--- config.mk ---
export PLATFORM = sky130hd
export DESIGN_NAME = mute_ramp_ctrl
export DESIGN_NICKNAME = d
export VERILOG_FILES = /design/src/rtl/mrc_pkg.sv /design/src/rtl/mrc_tick_gen.sv /design/src/rtl/mrc_ramp_unit.sv /design/src/rtl/mrc_flag_irq.sv /design/src/rtl/mute_ramp_ctrl.sv
export SDC_FILE = /design/constraint.sdc
export NUM_CORES = 1
export LEC_CHECK = 0
export BUFFER_PORTS_ARGS = -buffer_cell sky130_fd_sc_hd__buf_2
export CAP_MARGIN = 15
export CORE_MARGIN = 5
export CORE_UTILIZATION = 40
export DETAILED_ROUTE_END_ITERATION = 8
export GPL_TIMING_DRIVEN = 0
export PLACE_DENSITY = 0.69
export RECOVER_POWER = 100
export SLEW_MARGIN = 0
export SYNTH_ARGS = -nofsm -noshare
export SYNTH_HDL_FRONTEND = slang
export SYNTH_SLANG_ARGS = --single-unit
--- constraint.sdc ---
create_clock -name clk -period 3.8 [get_ports clk]
set_input_delay 0.76 -clock clk [delete_from_list [all_inputs] [get_ports clk]]
set_output_delay 0.76 -clock clk [all_outputs]
set_load 0.01 [all_outputs]
--- src/rtl/mrc_pkg.sv ---
package mrc_pkg;
   localparam int FLAG_W    = 7;
   localparam int WDATA_W   = 8;
   localparam int N_ENGINES = 2;
   // engine index: 0 = DAC, 1 = headphone; flag bit = 2*idx + (unmute ? 1 : 0)
   localparam int ENG_DAC   = 0;
   localparam int ENG_HP    = 1;
   localparam int FORM_LSB  = 6;
   localparam logic [1:0] FORM_ACT_HIGH = 2'b00;
endpackage

--- src/rtl/mrc_tick_gen.sv ---
module mrc_tick_gen #(
   parameter int TICK_DIV = 16
) (
   input  logic clk,
   input  logic rst_n,
   output logic tick_o
);
   localparam int CNT_W = (TICK_DIV > 2) ? $clog2(TICK_DIV) : 1;
   localparam logic [CNT_W-1:0] LAST = CNT_W'(TICK_DIV - 1);

   if (TICK_DIV < 2) begin : g_bad_div
      $error("TICK_DIV must be at least 2");
   end

   logic [CNT_W-1:0] cnt_q;

   assign tick_o = (cnt_q == LAST);

   always_ff @(posedge clk or negedge rst_n) begin
      if (!rst_n)      cnt_q <= '0;
      else if (tick_o) cnt_q <= '0;
      else             cnt_q <= cnt_q + CNT_W'(1);
   end

   // ticks never come back to back
   p_tick_spacing_r4: assert property (@(posedge clk) disable iff (!rst_n)
      tick_o |=> !tick_o);
endmodule

--- src/rtl/mrc_ramp_unit.sv ---
module mrc_ramp_unit #(
   parameter int GAIN_W   = 5,
   parameter int GAIN_MAX = 31
) (
   input  logic              clk,
   input  logic              rst_n,
   input  logic              tick_i,
   input  logic              mute_i,
   input  logic              stby_i,
   output logic [GAIN_W-1:0] gain_o,
   output logic              done_up_o,
   output logic              done_dn_o
);
   localparam logic [GAIN_W-1:0] CODE_MUTED = GAIN_MAX[GAIN_W-1:0];

   if (GAIN_MAX >= (1 << GAIN_W) || GAIN_MAX < 1) begin : g_bad_gain
      $error("GAIN_MAX must fit in GAIN_W bits");
   end

   logic [GAIN_W-1:0] gain_q, gain_d, target;

   assign target = mute_i ? CODE_MUTED : '0;

   always_comb begin
      gain_d    = gain_q;
      done_up_o = 1'b0;
      done_dn_o = 1'b0;
      if (stby_i) begin
         gain_d = target;
      end else if (tick_i && (gain_q != target)) begin
         if (gain_q < target) gain_d = gain_q + GAIN_W'(1);
         else                 gain_d = gain_q - GAIN_W'(1);
         if (gain_d == target) begin
            done_dn_o = mute_i;
            done_up_o = !mute_i;
         end
      end
   end

   always_ff @(posedge clk or negedge rst_n) begin
      if (!rst_n) gain_q <= CODE_MUTED;
      else        gain_q <= gain_d;
   end

   assign gain_o = gain_q;

   // outside standby the code moves at most one step per edge
   p_one_step_r4: assert property (@(posedge clk) disable iff (!rst_n)
      !$past(stby_i) |-> (gain_q == $past(gain_q)) ||
                         (gain_q == $past(gain_q) + GAIN_W'(1)) ||
                         (gain_q == $past(gain_q) - GAIN_W'(1)));
   // no movement between ticks
   p_hold_between_ticks_r4: assert property (@(posedge clk) disable iff (!rst_n)
      (!stby_i && !tick_i) |=> $stable(gain_q));
   // mute completion lands on the muted code
   p_done_dn_at_max_r3: assert property (@(posedge clk) disable iff (!rst_n)
      done_dn_o |=> (gain_q == CODE_MUTED));
   // unmute completion lands on code 0
   p_done_up_at_zero_r3: assert property (@(posedge clk) disable iff (!rst_n)
      done_up_o |=> (gain_q == '0));
endmodule

--- src/rtl/mrc_flag_irq.sv ---
module mrc_flag_irq
   import mrc_pkg::*;
(
   input  logic               clk,
   input  logic               rst_n,
   input  logic [FLAG_W-1:0]  set_i,
   input  logic [WDATA_W-1:0] wdata_i,
   input  logic               flag_wr_i,
   input  logic               mask_wr_i,
   input  logic               ctrl_wr_i,
   output logic [FLAG_W-1:0]  flag_o,
   output logic [FLAG_W-1:0]  mask_o,
   output logic               irq_o
);
   logic [FLAG_W-1:0] flag_q, mask_q, clr;
   logic [1:0]        form_q;
   logic              pend, irq_q;

   assign clr  = flag_wr_i ? wdata_i[FLAG_W-1:0] : '0;
   assign pend = |(flag_q & ~mask_q);

   always_ff @(posedge clk or negedge rst_n) begin
      if (!rst_n) begin
         flag_q <= '0;
         mask_q <= '1;
         form_q <= FORM_ACT_HIGH;
         irq_q  <= 1'b0;
      end else begin
         flag_q <= (flag_q & ~clr) | set_i;
         if (mask_wr_i) mask_q <= wdata_i[FLAG_W-1:0];
         if (ctrl_wr_i) form_q <= wdata_i[FORM_LSB +: 2];
         irq_q  <= (form_q == FORM_ACT_HIGH) ? pend : !pend;
      end
   end

   assign flag_o = flag_q;
   assign mask_o = mask_q;
   assign irq_o  = irq_q;

   // a flag only drops through a write
   p_sticky_r2: assert property (@(posedge clk) disable iff (!rst_n)
      !flag_wr_i |=> ((flag_q & $past(flag_q)) == $past(flag_q)));
   // written ones clear when nothing completes in that cycle
   p_w1c_r2: assert property (@(posedge clk) disable iff (!rst_n)
      (flag_wr_i && (set_i == '0)) |=> ((flag_q & $past(wdata_i[FLAG_W-1:0])) == '0));
   // active-high form, no unmasked flag, line low next cycle
   p_irq_quiet_r8: assert property (@(posedge clk) disable iff (!rst_n)
      ((form_q == FORM_ACT_HIGH) && ((flag_o & ~mask_o) == '0)) |=> !irq_o);
   // inverted form with an unmasked flag drives the line low
   p_irq_inverted_r9: assert property (@(posedge clk) disable iff (!rst_n)
      ((form_q != FORM_ACT_HIGH) && ((flag_o & ~mask_o) != '0)) |=> !irq_o);
endmodule

--- src/rtl/mute_ramp_ctrl.sv ---
module mute_ramp_ctrl
   import mrc_pkg::*;
#(
   parameter int GAIN_W   = 5,
   parameter int GAIN_MAX = 31,
   parameter int TICK_DIV = 16
) (
   input  logic               clk,
   input  logic               rst_n,
   input  logic               dac_mute_i,
   input  logic               dac_stby_i,
   input  logic               hp_mute_i,
   input  logic               hp_stby_i,
   input  logic [WDATA_W-1:0] wr_data_i,
   input  logic               flag_wr_i,
   input  logic               mask_wr_i,
   input  logic               ctrl_wr_i,
   output logic [FLAG_W-1:0]  flag_o,
   output logic [FLAG_W-1:0]  mask_o,
   output logic [GAIN_W-1:0]  dac_gain_o,
   output logic [GAIN_W-1:0]  hp_gain_o,
   output logic               irq_o
);
   localparam int USED_FLAGS = 2 * N_ENGINES;

   if (USED_FLAGS > FLAG_W) begin : g_bad_flags
      $error("not enough flag bits for the ramp engines");
   end

   logic                       tick;
   logic [N_ENGINES-1:0]       mute_v, stby_v, up_v, dn_v;
   logic [GAIN_W-1:0]          gain_v [N_ENGINES];
   logic [FLAG_W-1:0]          set_v;

   assign mute_v[ENG_DAC] = dac_mute_i;
   assign mute_v[ENG_HP]  = hp_mute_i;
   assign stby_v[ENG_DAC] = dac_stby_i;
   assign stby_v[ENG_HP]  = hp_stby_i;

   mrc_tick_gen #(.TICK_DIV(TICK_DIV)) u_tick (
      .clk    (clk),
      .rst_n  (rst_n),
      .tick_o (tick)
   );

   for (genvar e = 0; e < N_ENGINES; e++) begin : g_eng
      mrc_ramp_unit #(.GAIN_W(GAIN_W), .GAIN_MAX(GAIN_MAX)) u_ramp (
         .clk       (clk),
         .rst_n     (rst_n),
         .tick_i    (tick),
         .mute_i    (mute_v[e]),
         .stby_i    (stby_v[e]),
         .gain_o    (gain_v[e]),
         .done_up_o (up_v[e]),
         .done_dn_o (dn_v[e])
      );
      assign set_v[2*e]   = dn_v[e];
      assign set_v[2*e+1] = up_v[e];
   end

   for (genvar b = USED_FLAGS; b < FLAG_W; b++) begin : g_nosrc
      assign set_v[b] = 1'b0;
   end

   mrc_flag_irq u_flags (
      .clk       (clk),
      .rst_n     (rst_n),
      .set_i     (set_v),
      .wdata_i   (wr_data_i),
      .flag_wr_i (flag_wr_i),
      .mask_wr_i (mask_wr_i),
      .ctrl_wr_i (ctrl_wr_i),
      .flag_o    (flag_o),
      .mask_o    (mask_o),
      .irq_o     (irq_o)
   );

   assign dac_gain_o = gain_v[ENG_DAC];
   assign hp_gain_o  = gain_v[ENG_HP];

   // a DAC in standby never raises a DAC completion flag
   p_stby_silent_r5: assert property (@(posedge clk) disable iff (!rst_n)
      (dac_stby_i && !flag_wr_i && (flag_o[1:0] == 2'b00)) |=> (flag_o[1:0] == 2'b00));
   // a headphone stage in standby never raises its flags
   p_hp_stby_silent_r6: assert property (@(posedge clk) disable iff (!rst_n)
      (hp_stby_i && !flag_wr_i && (flag_o[3:2] == 2'b00)) |=> (flag_o[3:2] == 2'b00));
endmodule

==> impl_metrics.yaml, run 1 <==
run_status:
  outcome: "finished with violations"
  violations_in_the_final_reports: "max-capacitance violations, max-slew violations"
logic_synthesis:
  ys_top_cells_by_area: "dfstp_2 (25%), dfrtp_1 (19%), ha_1 (12%)"
  muxShareOfSynthArea_pct: 4.34
  yosys.cell_count.top_type: "a21oi_1"
  synth_sequential_area_ratio_pct: 43.9
  synth_flop_cell: "dfstp_2"
  netlist.area_leader.share_pct: 24.6
  yosysTopAreaCell: "dfstp_2"
  netlist_area_um2: 1810
  flops_latches_synth: 31
  synth-edff-count: 0
  syn_area_per_cell_um2: 10.2
  post_synth_fa_ha_maj_area_fraction_pct: 13.9
  yosys-top-cells-count: "a21oi_1 (18), dfstp_2 (17), ha_1 (17), nand2_1 (17), inv_1 (15)"
  synthCells: 178
  yosys.area_share.xor_xnor_pct: 5.31
  synthesis.yosys.warnings: 0
  synth_simple_gate_area_share_pct: 12.6
  synth_compound_area_share_pct: 16.6
  synth_nets: 214
  synth_top_family_by_area: "compound AO/OA/AOI/OAI gates"
  synth-async-reset-ratio_pct: 100
  netlist-cell-type-count: 35
global_route:
  grt_max_degree: 32
  grt_overflow_total: 0
  number_of_global_route_vias_before_repair: 1448
  grt_antenna_before_repair: 0
  first_pass_grt_wire_length_um: 6700
  grt.total_usage_pct: 13.7
finish:
  layout.core_utilization_pct: 49.0
  fillers: 412
  area_of_the_multi_input_gates_um2: 957
  insertedDiodeCount: 0
  fin_nets: 261
  syn_to_layout_area_delta_pct: 18.5
  drive_gt1_share_pct: 19.5
  fin_cells: 278
  area.sequential_um2: 797
  total_non_filler_cell_area_in_the_finished_layout_um2: 2150
critical_path:
  rr_startpoint: "g_eng[0].u_ramp.gain_o[2]$_DFFE_PN1P_"
  reg2reg_slack_ns: 0.86
  reg2regPathDepth: 11
  cp.arrival_ns: 3.44
  worstPathMaxFanout: 7
  crit_type: "in -> reg"
  critPathLaunchType: "input port"
  end_kind: "flop"
  worstReg2RegEnd: "g_eng[0].u_ramp.gain_o[4]$_DFFE_PN1P_"
  worst_ep_required_time_ns: 4.00
clock_network:
  cts_max_path_buffers: 2
  root_buffer: "clkbuf_8"
  depth_of_the_cts_h_tree: 2
  cts_resized: 0
  clk_pin_slew_ns: 0.06
  buffer_count_from_post_cts_setup_fixing: 0
  tritoncts_num_sinks: 31
  tritoncts_clock_tree: "built"
  worstSkewPairLatency_ns: 0.28
  post_cts_hold_buffer_count: 0
  numCtsBuffers: 5
sta:
  worst_slew_pin_slew_ns: 1.58
  setup_viol_count_final: 0
  drv_slew: 32
  layout_worst_path_cycle_share_pct: 85.0
  finClkSkew_ns: 0.00986
  hold_viol_final: 0
  timing.max_slew.rel_slack_pct: -5.51
  postLayoutSetupSlackWorst_ns: 0.570
  final_period_minus_worst_setup_slack_ns: 3.23
  finalHoldWorstSlack_ns: 0.487
  max_freq_mhz: 310
  grt_setup_unrepaired: "false"
  setup-tns-final_ns: 0
place:
  place.detailed.hpwl_um: 3000
  dp_cells: 270
  routabilityCongestion: 0.832
  number_of_port_buffers: 40
  detailed_place.area_um2: 2080
  place_worst_setup_slack_ns: 0.374
routing:
  drc: 0
  drt_pass1_iterations: 4
  route.layer.met1.wl_um: 1730
  met3_length_um: 368
  drt-wirelength-per-cell_um: 13.6
  overall_routed_net_length_um: 3780
  vias_per_cell: 5.14
  drtAntennaViolNets: 0
  route.vias.total: 1428
  dr.first_iter.drc_count: 43
  wl_met2_um: 1630
  topRoutingLayerUsed: "met4"
floorplan:
  design.die.area_um2: 5980
  die-height_um: 77.3
  boundaryPins: 42
  initial_core_util_pct: 41.4
  core-area_um2: 4380
  floorplan.rows: 24
  die_width_um: 77.3
worst_hold_path:
  min_path_type: "reg -> reg"
  hold_path_startpoint: "u_tick.cnt_q[0]$_DFF_PN0_"
  timing.hold.worst_endpoint: "u_tick.cnt_q[0]$_DFF_PN0_"
  hold_depth: 1
pwr:
  power.static_leakage_nw: 0.961
  cellPowerDensity_nw_per_um2: 457
  max-vdd-ir-drop_mv: 0.161
  totalPowerFinal_uw: 983
flow_run:
  drv_cap: 1
-- state kept, by name, indices dropped and copies added, names as in the netlist --
register and count:
g_eng.u_ramp.gain_o 10, u_flags.flag_o 7, u_flags.form_q 2, u_flags.irq_o 1
u_flags.mask_o 7, u_tick.cnt_q 4
-- placed cells by master, fill, tap and decap left out, drive strengths merged, types with 4 or more instances in the layout --
cell type   n
nor2       10
buf        23
dfrtp      14
mux2        7
clkbuf     25
a21oi      18
xnor2       6
nand2b      4
nand2      17
dfstp      17
inv        15
xor2        5
ha         17
o21ai       9
nand3       5
-- per-layer routing --
layer	vias up	global-route usage, %
met5	-	0
met4	0	4.12
met3	7	5.09
met2	51	20.3
met1	646	18.6
li1	724	-
-- worst max-delay path by stage --
stage | from | end | slack [ns]
after detailed placement | dac_mute_i | g_eng[0].u_ramp.gain_o[4]$_DFFE_PN1P_ | 0.37
after global routing | hp_mute_i | u_flags.flag_o[2]$_DFF_PN0_ | 0.34
after global placement | dac_mute_i | g_eng[0].u_ramp.gain_o[4]$_DFFE_PN1P_ | 0.43
final | dac_mute_i | g_eng[0].u_ramp.gain_o[4]$_DFFE_PN1P_ | 0.57
after floorplan | dac_mute_i | g_eng[0].u_ramp.gain_o[4]$_DFFE_PN1P_ | 0.84
after CTS | dac_mute_i | g_eng[0].u_ramp.gain_o[4]$_DFFE_PN1P_ | 0.67
-- area by class of cell --
class,count,area share (%)
well taps,52,3.03
multi-input cells,131,44.5
plain buffers,1,0.175
repair buffers,40,8.32
clock inverters,1,0.233
clock buffers,7,4.02
inverters,15,2.62
flip-flops and latches,31,37.1
-- report_power, final --
group          internal (mW)  switching [mW]  leakage [nW]
Clock                  0.146           0.119        0.0482
Sequential             0.368          0.0279         0.355
Combinational          0.139           0.185         0.558
Total                  0.652           0.331         0.961
-- cell families (layout without fill, tap and decap cells) --
family | count (synthesis) | in the layout
mux | 7 | 7
compound gates | 46 | 46
simple gates | 48 | 48
buf+inv | 16 | 64
xor+xnor | 11 | 11
fa+ha+maj | 19 | 19
flops | 31 | 31
-- critical path: stages --
cell	delay, ns
clkbuf_1	0.16
inv_1	0.17
ha_1	0.36
a21oi_1	0.18
a21oi_1	0.10
a211oi_2	0.34
inv_1	0.15
ha_1	0.36
nand2b_1	0.07
a21oi_1	0.16
xor2_1	0.18
xnor2_1	0.14
o31a_1	0.31
Power figures use the tool's default switching activity.
==> inputs of run 2 (changes only) <==
--- a/config.mk
+++ b/config.mk
@@ -10,7 +10,6 @@
 export CORE_MARGIN = 5
 export CORE_UTILIZATION = 40
 export DETAILED_ROUTE_END_ITERATION = 8
-export GPL_TIMING_DRIVEN = 0
 export PLACE_DENSITY = 0.69
 export RECOVER_POWER = 100
 export SLEW_MARGIN = 0
==> run 2 against run 1 <==
The run still ends with max-capacitance violations, max-slew violations left; critical path depth unchanged; clock-buffer cell count unchanged; core utilization decreased by 0.20 points; die area unchanged; worst setup slack got worse by 0.077 ns; hold slack improved by 0.0054 ns; register-to-register slack got worse by 0.10 ns; critical path type unchanged; critical endpoint is now g_eng[1].u_ramp.gain_o[4]$_DFFE_PN1P_; largest power group unchanged.
==> impl_metrics.yaml, run 2 (synthesis gave the netlist of run 1 again) <==
run_status:
  outcome: "finished with violations"
  violations_in_the_final_reports: "max-capacitance violations, max-slew violations"
sta:
  grt_setup_unrepaired: "false"
  worst_slew_pin_slew_ns: 1.60
  max_freq_mhz: 302
  hold_viol_final: 0
  setup-tns-final_ns: 0
  final_period_minus_worst_setup_slack_ns: 3.31
  timing.max_slew.rel_slack_pct: -6.40
  finClkSkew_ns: 0.00734
  drv_slew: 32
  setup_viol_count_final: 0
  layout_worst_path_cycle_share_pct: 87.0
finish:
  fillers: 401
  syn_to_layout_area_delta_pct: 18.0
  layout_commonest_cell: "buf_2"
  flip_flop_count_of_the_largest_register_after_layout: 10
  insertedDiodeCount: 0
  fin_cells: 278
  drive_gt1_share_pct: 18.6
  leading_cell_types_in_the_layout_fill_and_taps_excluded: "buf_2 (24), a21oi_1 (18), clkbuf_1 (18)"
  layout.core_utilization_pct: 48.8
  fin_nets: 261
routing:
  vias_per_cell: 5.14
  drt-wirelength-per-cell_um: 14.2
  drc: 0
  overall_routed_net_length_um: 3940
  drtAntennaViolNets: 0
  drt_pass1_iterations: 4
  route.vias.total: 1429
  dr.first_iter.drc_count: 54
floorplan:
  boundaryPins: 42
  floorplan.rows: 24
  initial_core_util_pct: 41.4
  design.die.area_um2: 5980
  core-area_um2: 4380
  die_width_um: 77.3
  die-height_um: 77.3
worst_hold_path:
  hold_path_startpoint: "u_tick.cnt_q[0]$_DFF_PN0_"
  min_path_type: "reg -> reg"
clock_network:
  tritoncts_num_sinks: 31
  worstSkewPairLatency_ns: 0.28
  depth_of_the_cts_h_tree: 2
  numCtsBuffers: 5
  cts_max_path_buffers: 2
  post_cts_hold_buffer_count: 0
  cts_resized: 0
  tritoncts_clock_tree: "built"
  clk_pin_slew_ns: 0.06
  root_buffer: "clkbuf_8"
  buffer_count_from_post_cts_setup_fixing: 0
critical_path:
  worstPathMaxFanout: 6
  critPathMostFrequentCell: "a21oi_1"
  cp.arrival_ns: 3.51
  family_with_the_most_delay_on_the_worst_path: "compound AO/OA/AOI/OAI gates"
  rr_startpoint: "g_eng[1].u_ramp.gain_o[2]$_DFFE_PN1P_"
  end_kind: "flop"
  critPathLaunchType: "input port"
  cp_num_buf_inv: 3
  worst_ep_required_time_ns: 4.00
  timing.critical_path.slowest_cell_delay_ns: 0.44
  setup.worst_path.start: "hp_mute_i"
  crit_type: "in -> reg"
  critPathSlowestCell: "a211oi_1"
  crit_path_cell_trace: "clkbuf_1 > inv_1 > ha_1 > a21oi_1 > a21oi_1 > a211oi_1 > inv_1 > ha_1 > nand2b_1 > a21oi_1 > xor2_1 > xnor2_1 > a221o_1"
flow_run:
  drv_cap: 1
place:
  routabilityCongestion: 0.829
  number_of_port_buffers: 41
  dp_cells: 270
  place.detailed.hpwl_um: 3060
global_route:
  grt_antenna_before_repair: 0
  first_pass_grt_wire_length_um: 6760
  number_of_global_route_vias_before_repair: 1438
  grt.total_usage_pct: 13.6
  grt_overflow_total: 0
  grt_max_degree: 32
pwr:
  power.static_leakage_nw: 0.961
  max-vdd-ir-drop_mv: 0.213
  cellPowerDensity_nw_per_um2: 458
## run 2: changes by cell type in the layout (fill, tap and decap cells not counted)
cell / before / now
dfstp_2: 4 / 3
a211oi_1: 0 / 2
clkbuf_1: 19 / 18
buf_2: 23 / 24
a211oi_2: 2 / 0
dfstp_1: 13 / 14
## run 2: stage by stage
stage                     hold WS, ns  power, mW  cell area [µm²]  setup slack, ns
final                           0.492      0.980             2140            0.492
after global routing            0.512       1.05             2140            0.221
after CTS                       0.495       1.01             2170            0.759
after detailed placement        0.487      0.734             2080            0.468
after global placement          0.478      0.729             2080            0.484
after floorplan                 0.454      0.637             1810            0.842
## run 2: worst paths after layout
kind	endpoint	slack, ns	cells after the start
worst max register to register	g_eng[1].u_ramp.gain_o[4]$_DFFE_PN1P_	0.76	11
worst max-delay path	g_eng[1].u_ramp.gain_o[4]$_DFFE_PN1P_	0.49	13
worst min register to register	u_tick.cnt_q[0]$_DFF_PN0_	0.49	1
worst min-delay path	u_tick.cnt_q[0]$_DFF_PN0_	0.49	1
min in group asynchronous	u_flags.flag_o[5]$_DFF_PN0_	0.88	1
max in group asynchronous	u_tick.cnt_q[1]$_DFF_PN0_	1.99	1
## run 2: cell type report
type                    instances  area (µm²)  area share, %
multi-input cells             131         947           44.2
flip-flops and latches         31         797           37.2
repair buffers                 41         184           8.59
clock buffers                   7        86.3           4.03
well taps                      52        65.1           3.04
inverters                      15        56.3           2.63
clock inverters                 1        5.00          0.234
## run 2: per-layer routing
metal	vias up	track usage [%]	wire length, µm
li1	726	-	-
met1	658	18.5	1970
met2	38	20.5	1680
met3	7	4.86	244
met4	0	3.61	42
met5	-	0	0
## run 2: worst reg2reg max path, cell delays in order (launching register included)
cell and delay [ns]:
dfstp_1 0.61, ha_1 0.29, a21oi_1 0.15, a21oi_1 0.07, a211oi_1 0.44, inv_1 0.18, ha_1 0.36, nand2b_1 0.07
a21oi_1 0.16, xor2_1 0.19, xnor2_1 0.11, a221o_1 0.34
## run 2: where the power goes
part | internal (mW) | leakage, nW | total (mW) | switching (mW)
clock | 0.146 | 0.0482 | 0.263 | 0.117
combinational | 0.138 | 0.559 | 0.322 | 0.184
sequential | 0.367 | 0.355 | 0.395 | 0.0283
